File: src/rtl/rxa_pkg.sv
package rxa_pkg;
   localparam int unsigned RXA_LO_W = 8;
   typedef struct packed {
      logic vld;
      logic data;
   } rxa_bit_t;
endpackage

File: src/rtl/rxa_delay_ctr.sv
module rxa_delay_ctr #(
   parameter int unsigned WL_W = 10
) (
   input  logic            clk,
   input  logic            rst_n,
   input  logic            bit_en,
   input  logic            line_sof,
   input  logic [WL_W-1:0] wl,
   output logic            sof_o
);
   logic [WL_W-1:0] cnt_q;
   logic            armed_q;
   logic            sof_q;

   always_ff @(posedge clk or negedge rst_n) begin
      if (!rst_n) begin
         cnt_q   <= '0;
         armed_q <= 1'b0;
         sof_q   <= 1'b0;
      end else begin
         sof_q <= 1'b0;
         if (line_sof) begin
            cnt_q   <= '0;
            armed_q <= 1'b1;
         end else if (bit_en && armed_q) begin
            if (cnt_q == wl) begin
               armed_q <= 1'b0;
               sof_q   <= 1'b1;
            end else begin
               cnt_q <= cnt_q + 1'b1;
            end
         end
      end
   end

   assign sof_o = sof_q;


   sof_after_bit_chk: assert property (@(posedge clk) disable iff (!rst_n)
      sof_o |-> $past(bit_en) && !$past(line_sof));

   sof_single_chk: assert property (@(posedge clk) disable iff (!rst_n)
      sof_o |=> !sof_o);
endmodule

File: src/rtl/rxa_bit_fifo.sv
module rxa_bit_fifo
   import rxa_pkg::*;
#(
   parameter int unsigned DEPTH   = 256,
   parameter int unsigned OCC_MAX = 185,
   parameter bit          FILL    = 1'b1
) (
   input  logic     clk,
   input  logic     rst_n,
   input  logic     wr_req,
   input  logic     wr_bit,
   input  logic     rd_req,
   output rxa_bit_t rd_out,
   output logic     wr_drop,
   output logic     rd_starved
);
   localparam int unsigned AW = (DEPTH > 1) ? $clog2(DEPTH) : 1;
   localparam int unsigned OW = $clog2(DEPTH + 1);
   localparam logic [OW-1:0] CAP = OW'(OCC_MAX);

   logic            mem [DEPTH];
   logic [AW-1:0]   wp_q, rp_q, wp_n, rp_n;
   logic [OW-1:0]   occ_q;
   logic            empty, at_cap, rd_hit, wr_ok;
   rxa_bit_t        out_q;

   assign empty      = (occ_q == '0);
   assign at_cap     = (occ_q == CAP);
   assign rd_hit     = rd_req && !empty;
   assign wr_ok      = wr_req && (!at_cap || rd_hit);
   assign wr_drop    = wr_req && !wr_ok;
   assign rd_starved = rd_req && empty;

   generate
      if (DEPTH == (1 << AW)) begin : g_wrap_pow2
         assign wp_n = wp_q + 1'b1;
         assign rp_n = rp_q + 1'b1;
      end else begin : g_wrap_cmp
         assign wp_n = (wp_q == AW'(DEPTH - 1)) ? '0 : wp_q + 1'b1;
         assign rp_n = (rp_q == AW'(DEPTH - 1)) ? '0 : rp_q + 1'b1;
      end
   endgenerate

   always_ff @(posedge clk) begin
      if (wr_ok) mem[wp_q] <= wr_bit;
   end

   always_ff @(posedge clk or negedge rst_n) begin
      if (!rst_n) begin
         wp_q  <= '0;
         rp_q  <= '0;
         occ_q <= '0;
         out_q <= '{vld: 1'b0, data: FILL};
      end else begin
         if (wr_ok)  wp_q <= wp_n;
         if (rd_hit) rp_q <= rp_n;
         occ_q     <= occ_q + OW'(wr_ok) - OW'(rd_hit);
         out_q.vld <= rd_req;
         if (rd_req) out_q.data <= rd_hit ? mem[rp_q] : FILL;
      end
   end

   assign rd_out = out_q;


   occ_ceiling_chk: assert property (@(posedge clk) disable iff (!rst_n)
      occ_q <= CAP);

   drop_keeps_chk: assert property (@(posedge clk) disable iff (!rst_n)
      wr_drop |=> $stable(occ_q) && $stable(wp_q));

   starve_fill_chk: assert property (@(posedge clk) disable iff (!rst_n)
      rd_starved |=> rd_out.vld && (rd_out.data == FILL));
endmodule

File: src/rtl/rxa_flags.sv
module rxa_flags (
   input  logic clk,
   input  logic rst_n,
   input  logic ovf_set,
   input  logic ovf_clr,
   input  logic udf_set,
   output logic ovf_flag,
   output logic udf_flag
);
   always_ff @(posedge clk or negedge rst_n) begin
      if (!rst_n) begin
         ovf_flag <= 1'b0;
         udf_flag <= 1'b0;
      end else begin
         ovf_flag <= ovf_set | (ovf_flag & ~ovf_clr);
         udf_flag <= udf_flag | udf_set;
      end
   end


   ovf_set_wins_chk: assert property (@(posedge clk) disable iff (!rst_n)
      ovf_set |=> ovf_flag);

   ovf_rise_cause_chk: assert property (@(posedge clk) disable iff (!rst_n)
      $rose(ovf_flag) |-> $past(ovf_set));

   udf_hold_chk: assert property (@(posedge clk) disable iff (!rst_n)
      udf_flag |=> udf_flag);
endmodule

File: src/rtl/rx_frame_align.sv
module rx_frame_align
   import rxa_pkg::*;
#(
   parameter int unsigned WL_W    = 10,
   parameter int unsigned DEPTH   = 256,
   parameter int unsigned OCC_MAX = 185,
   parameter bit          FILL    = 1'b1
) (
   input  logic                       clk,
   input  logic                       rst_n,
   input  logic                       bit_en,
   input  logic                       line_sof,
   input  logic                       din,
   input  logic                       din_vld,
   input  logic [RXA_LO_W-1:0]        wl_lo,
   input  logic [WL_W-RXA_LO_W-1:0]   wl_hi,
   input  logic                       ovf_clr,
   output logic                       pcm_sof,
   output logic                       dout,
   output logic                       dout_vld,
   output logic                       ovf_flag,
   output logic                       udf_flag
);
   localparam int unsigned HI_W = WL_W - RXA_LO_W;

   generate
      if (WL_W <= RXA_LO_W) begin : g_bad_wl
         $error("WL_W must be wider than the low register byte");
      end
      if (OCC_MAX >= DEPTH || OCC_MAX == 0) begin : g_bad_cap
         $error("OCC_MAX must lie in 1..DEPTH-1");
      end
   endgenerate

   logic [WL_W-1:0] wl;
   logic            rd_run_q, rd_req;
   logic            drop, starved;
   rxa_bit_t        rd_out;

   assign wl = {wl_hi[HI_W-1:0], wl_lo};

   rxa_delay_ctr #(.WL_W(WL_W)) u_dly (
      .clk(clk), .rst_n(rst_n), .bit_en(bit_en), .line_sof(line_sof),
      .wl(wl), .sof_o(pcm_sof));

   always_ff @(posedge clk or negedge rst_n) begin
      if (!rst_n)       rd_run_q <= 1'b0;
      else if (pcm_sof) rd_run_q <= 1'b1;
   end

   assign rd_req = bit_en && (rd_run_q || pcm_sof);

   rxa_bit_fifo #(.DEPTH(DEPTH), .OCC_MAX(OCC_MAX), .FILL(FILL)) u_fifo (
      .clk(clk), .rst_n(rst_n), .wr_req(bit_en && din_vld), .wr_bit(din),
      .rd_req(rd_req), .rd_out(rd_out), .wr_drop(drop), .rd_starved(starved));

   rxa_flags u_flags (
      .clk(clk), .rst_n(rst_n), .ovf_set(drop), .ovf_clr(ovf_clr),
      .udf_set(starved), .ovf_flag(ovf_flag), .udf_flag(udf_flag));

   assign dout     = rd_out.data;
   assign dout_vld = rd_out.vld;


   read_gated_chk: assert property (@(posedge clk) disable iff (!rst_n)
      dout_vld |-> $past(rd_run_q || pcm_sof));

   read_per_bit_chk: assert property (@(posedge clk) disable iff (!rst_n)
      dout_vld |-> $past(bit_en));
endmodule

File: config.mk
export PLATFORM = sky130hd
export DESIGN_NAME = rx_frame_align
export DESIGN_NICKNAME = d
export VERILOG_FILES = /design/src/rtl/rxa_pkg.sv /design/src/rtl/rxa_delay_ctr.sv /design/src/rtl/rxa_bit_fifo.sv /design/src/rtl/rxa_flags.sv /design/src/rtl/rx_frame_align.sv
export SDC_FILE = /design/constraint.sdc
export NUM_CORES = 1
export LEC_CHECK = 0
export BUFFER_PORTS_ARGS = -buffer_cell sky130_fd_sc_hd__clkbuf_2
export CELL_PAD_IN_SITES_DETAIL_PLACEMENT = 1
export CELL_PAD_IN_SITES_GLOBAL_PLACEMENT = 1
export CORE_AREA = 2 2 219 221
export CTS_CLUSTER_DIAMETER = 40
export DETAILED_ROUTE_END_ITERATION = 8
export DIE_AREA = 0 0 221 223
export HOLD_SLACK_MARGIN = 0.03
export PLACE_DENSITY = 0.59
export SYNTH_ARGS = -nofsm -noshare
export SYNTH_HDL_FRONTEND = slang
export SYNTH_SLANG_ARGS = --single-unit
File: constraint.sdc
create_clock -name clk -period 3.46 [get_ports clk]
set_input_delay 0 -clock clk [delete_from_list [all_inputs] [get_ports clk]]
set_output_delay 0 -clock clk [all_outputs]
set_load 0.03 [all_outputs]
==> Implementation_results.wiki <==
{| class="wikitable"
! Metric !! Value
|-
| Cell-by-cell listing of the critical path || inv_1 > ha_1 > nand2_1 > nor3_2 > a31oi_2 > ha_1 > inv_1 > ha_1 > inv_1 > fa_2 > nand2b_1 > a21oi_1 > o21ai_0 > a21oi_1 > o21ai_0 > a21oi_1 > nor2_1 > xnor2_1
|-
| Antenna viol nets, final || 0
|-
| Worst Path Class, Setup || register to register
|-
| Worst IR drop on VDD || 0.352 mV
|-
| Fin Setup TNS || 0 ns
|-
| Worst min path class || primary input to register
|-
| Worst path required time || 3.89 ns
|-
| Die area || 0.0493 mm^2
|-
| Most used standard cell by instance count after synthesis || sky130_fd_sc_hd__nor2_1
|-
| Max Clock Freq || 323 MHz
|-
| Worst Slack Setup Final || 0.362 ns
|-
| Number of input and output port buffers inserted || 21
|-
| Hold violation count in the final report || 0
|-
| Power density cells || 678 mW/mm^2
|-
| Final critical-path share of the clock period || 89.5%
|-
| Number of distinct standard cells referenced by the synthesized netlist || 58
|-
| Final setup violation count || 0
|-
| Int Pwr || 8.19 mW
|-
| Register area share after synthesis || 64.7%
|-
| Top-Level Pins || 22
|-
| Mean post-synth cell area || 13.3 um^2
|-
| Top FF cell, synth || sky130_fd_sc_hd__edfxtp_1
|-
| Total CTS buffers || 52
|-
| Std-Cell Rows || 80
|-
| Number of levels the H-tree was split into || 2
|-
| Die height || 223 um
|-
| CTS Root Cell || sky130_fd_sc_hd__clkbuf_16
|-
| WHS || 0.0187 ns
|-
| Vias/cell || 4.92
|-
| Diodes inserted || 0
|-
| Transition time at the pin with the least slew margin || 0.914 ns
|-
| Static Leakage || 5.40 nW
|-
| Placed Area || 0.0145 mm^2
|-
| Die X-Extent || 221 um
|-
| Fraction of synthesized cell area taken by the top area cell type || 56.9%
|-
| Number of standard cells in the layout, taps in and fillers out || 1733
|-
| First-pass GRT wire length || 57200 um
|-
| Kind of launch point of the worst setup path || register
|-
| Number of cells after detailed placement || 1627
|-
| Status || finished, final reports clean
|-
| Number of clock sinks || 298
|-
| Post-synth design cell area || 0.0135 mm^2
|-
| Pre-CTS WS || 0.194 ns
|-
| Final design utilization || 34.7%
|-
| Biggest area consumer among synthesized cells || sky130_fd_sc_hd__edfxtp_1
|-
| Register bit count reported by yosys || 298
|-
| Number of max-cap violations || 0
|-
| Wirelength per Cell || 21.6 um
|-
| Insertion delay to the later sink of the worst-skew pair || 0.57 ns
|-
| CTS tree || built
|-
| Type of destination of the critical path || register
|-
| Number of antenna violations at the first check in global routing || 1
|-
| Highest fanout seen on the critical path || 3
|-
| Placed wire-length estimate after detailed placement || 22700 um
|-
| Vias in the first global route || 9112
|-
| Number of iterations in the first detailed-routing pass || 5
|-
| Final #Nets || 1115
|-
| Layout Area Growth over Synthesis || 21.3%
|-
| Core region area || 0.0471 mm^2
|-
| Cell count after synthesis || 1014
|-
| Flop2flop setup slack || 0.36 ns
|-
| CTS clk-pin slew, worst paths || 0.05 ns
|-
| Overall power after layout || 11.1 mW
|-
| Min Clock Period, post-route || 3.10 ns
|-
| Async set-reset flop share out of synthesis || 14.1%
|-
| Number of warnings reported in the yosys synthesis log || 0
|-
| GR Overflow Total || 0
|-
| Maximum buffer depth of the clock tree || 3
|-
| Initial DRC count || 659
|-
| Gate power share || 14.3%
|-
| Sequential share of power || 38.1%
|-
| Critical Path AT || 3.53 ns
|-
| Fill count || 4938
|-
| Count of flip-flops with a built-in enable after synthesis || 256
|-
| Switching power || 2.91 mW
|-
| Initial core utilization || 28.7%
|-
| Final cell area excluding filler cells || 0.0164 mm^2
|-
| Largest incremental delay on the critical path || 0.37 ns
|-
| Maximum number of pins on one net before global-route repair || 127
|-
| Nets in the synthesized netlist || 1053
|-
| GRT Total Usage || 15.4%
|-
| Slowest cell on the critical path || sky130_fd_sc_hd__dfrtp_1
|-
| Synth top area cells || sky130_fd_sc_hd__edfxtp_1 57%, sky130_fd_sc_hd__nor2_1 7.8%, sky130_fd_sc_hd__dfrtp_1 7.6%
|-
| Worst-case clock skew || 0.0208 ns
|-
| Relative slew slack || 39.1%
|-
| DRC violation count after routing || 0
|-
| DR vias || 8529
|-
| Setup repair after global routing missed its margin || false
|-
| Final Max Slew Viols || 0
|-
| Routability congestion estimate from global placement || 0.764
|-
| Clock Power Share || 47.6%
|-
| Overall routed net length || 37500 um
|-
| Layout cells sized above 1 || 18.1%
|-
| Ranking of synthesized cells by instance count || 279 x sky130_fd_sc_hd__nor2_1, 256 x sky130_fd_sc_hd__edfxtp_1, 66 x sky130_fd_sc_hd__nand2_1
|-
| Switching part of the total || 26.2%
|}
## critical path: cells and delay by family, from the launching register on
| kind | cells | cell delay (ns) |
|---|---|---|
| adders and majority gates | 4 | 0.99 |
| AOI/OAI and AO/OA | 6 | 0.83 |
| buffers and inverters | 3 | 0.23 |
| DFF | 1 | 0.37 |
| xor gates and xnor gates | 1 | 0.12 |
| and+or+nand+nor | 4 | 0.43 |
## area by class of cell
| type | count | area, um^2 | area share, % |
|---|---|---|---|
| flip-flops and latches | 298 | 8740 | 53.4 |
| multi-input cells | 630 | 4340 | 26.5 |
| clock buffers | 62 | 1390 | 8.49 |
| well taps | 615 | 769 | 4.70 |
| repair buffers | 73 | 627 | 3.83 |
| clock inverters | 34 | 427 | 2.60 |
| inverters | 21 | 78.8 | 0.481 |
## registers in the layout, indices dropped and copies added (netlist names)
name and flops:
u_dly.armed_q 1, u_flags.ovf_flag 1, rd_run_q 1, u_dly.cnt_q 10, u_fifo.rd_out 2, u_dly.sof_o 1
u_fifo.mem 256, u_fifo.rp_q 8, u_flags.udf_flag 1, u_fifo.occ_q 9, u_fifo.wp_q 8
## cell usage in the layout, fill, tap and decap left out, types with 9 or more instances in the layout
| cell type | netlist | routed |
|---|---|---|
| sky130_fd_sc_hd__nor2_1 | 279 | 279 |
| sky130_fd_sc_hd__edfxtp_1 | 256 | 256 |
| sky130_fd_sc_hd__nand2_1 | 66 | 66 |
| sky130_fd_sc_hd__clkbuf_16 | 0 | 53 |
| sky130_fd_sc_hd__dfrtp_1 | 41 | 39 |
| sky130_fd_sc_hd__mux2i_1 | 37 | 37 |
| sky130_fd_sc_hd__mux4_2 | 36 | 36 |
| sky130_fd_sc_hd__buf_4 | 4 | 34 |
| sky130_fd_sc_hd__xnor2_1 | 22 | 22 |
| sky130_fd_sc_hd__nand3_1 | 22 | 22 |
| sky130_fd_sc_hd__inv_1 | 21 | 21 |
| sky130_fd_sc_hd__ha_1 | 21 | 21 |
| sky130_fd_sc_hd__clkbuf_2 | 0 | 20 |
| sky130_fd_sc_hd__a21oi_1 | 16 | 16 |
| sky130_fd_sc_hd__xor2_1 | 15 | 15 |
| sky130_fd_sc_hd__mux4_1 | 12 | 12 |
| sky130_fd_sc_hd__nand4_1 | 11 | 11 |
| sky130_fd_sc_hd__dlygate4sd3_1 | 0 | 10 |
| sky130_fd_sc_hd__o21ai_0 | 9 | 9 |
## routing by layer
layer	part of all wire, %	track usage, %
met5	0	0
met1	43	19.6
met4	3.0	5.93
met2	49	26.2
met3	4.6	2.61
## cells by family after synthesis
group	synth area share [%]
flip-flops	64.7
buffers and inverters	3.20
AO/OA/AOI/OAI	3.23
AND/OR/NAND/NOR	12.9
multiplexers	11.5
XOR/XNOR	2.40
adder cells (fa/ha/maj)	2.09
## what timing repair did
item | in CTS | in global routing
resized for setup | 0 | 2
buffers inserted | 0 | 0
endpoints found under the setup margin | 0 | 1
endpoints found under the hold margin | 48 | 0
hold buffers | 10 | 0
## worst paths after layout
check | cells past startpoint | start | endpoint
worst max register to register | 18 | u_fifo.occ_q[2] | u_fifo.occ_q[8]
worst min-delay path | 1 | din | u_fifo.mem[18]
worst max-delay path | 18 | u_fifo.occ_q[2] | u_fifo.occ_q[8]
worst min register to register | 1 | rd_run_q | rd_run_q
min in group asynchronous | 2 | rst_n | u_fifo.wp_q[5]
max in group asynchronous | 3 | rst_n | u_fifo.wp_q[3]
## power groups by stage
stage                     combinational (mW)  clock (mW)  sequential [mW]
after floorplan                         1.19           0             4.19
final                                   1.59        5.28             4.23
after detailed placement                1.58           0             4.30
after global routing                    1.76        5.54             4.25
after CTS                               1.61        5.40             4.23
after global placement                  1.57           0             4.29
Note: power is estimated with default switching activity, not from simulation.
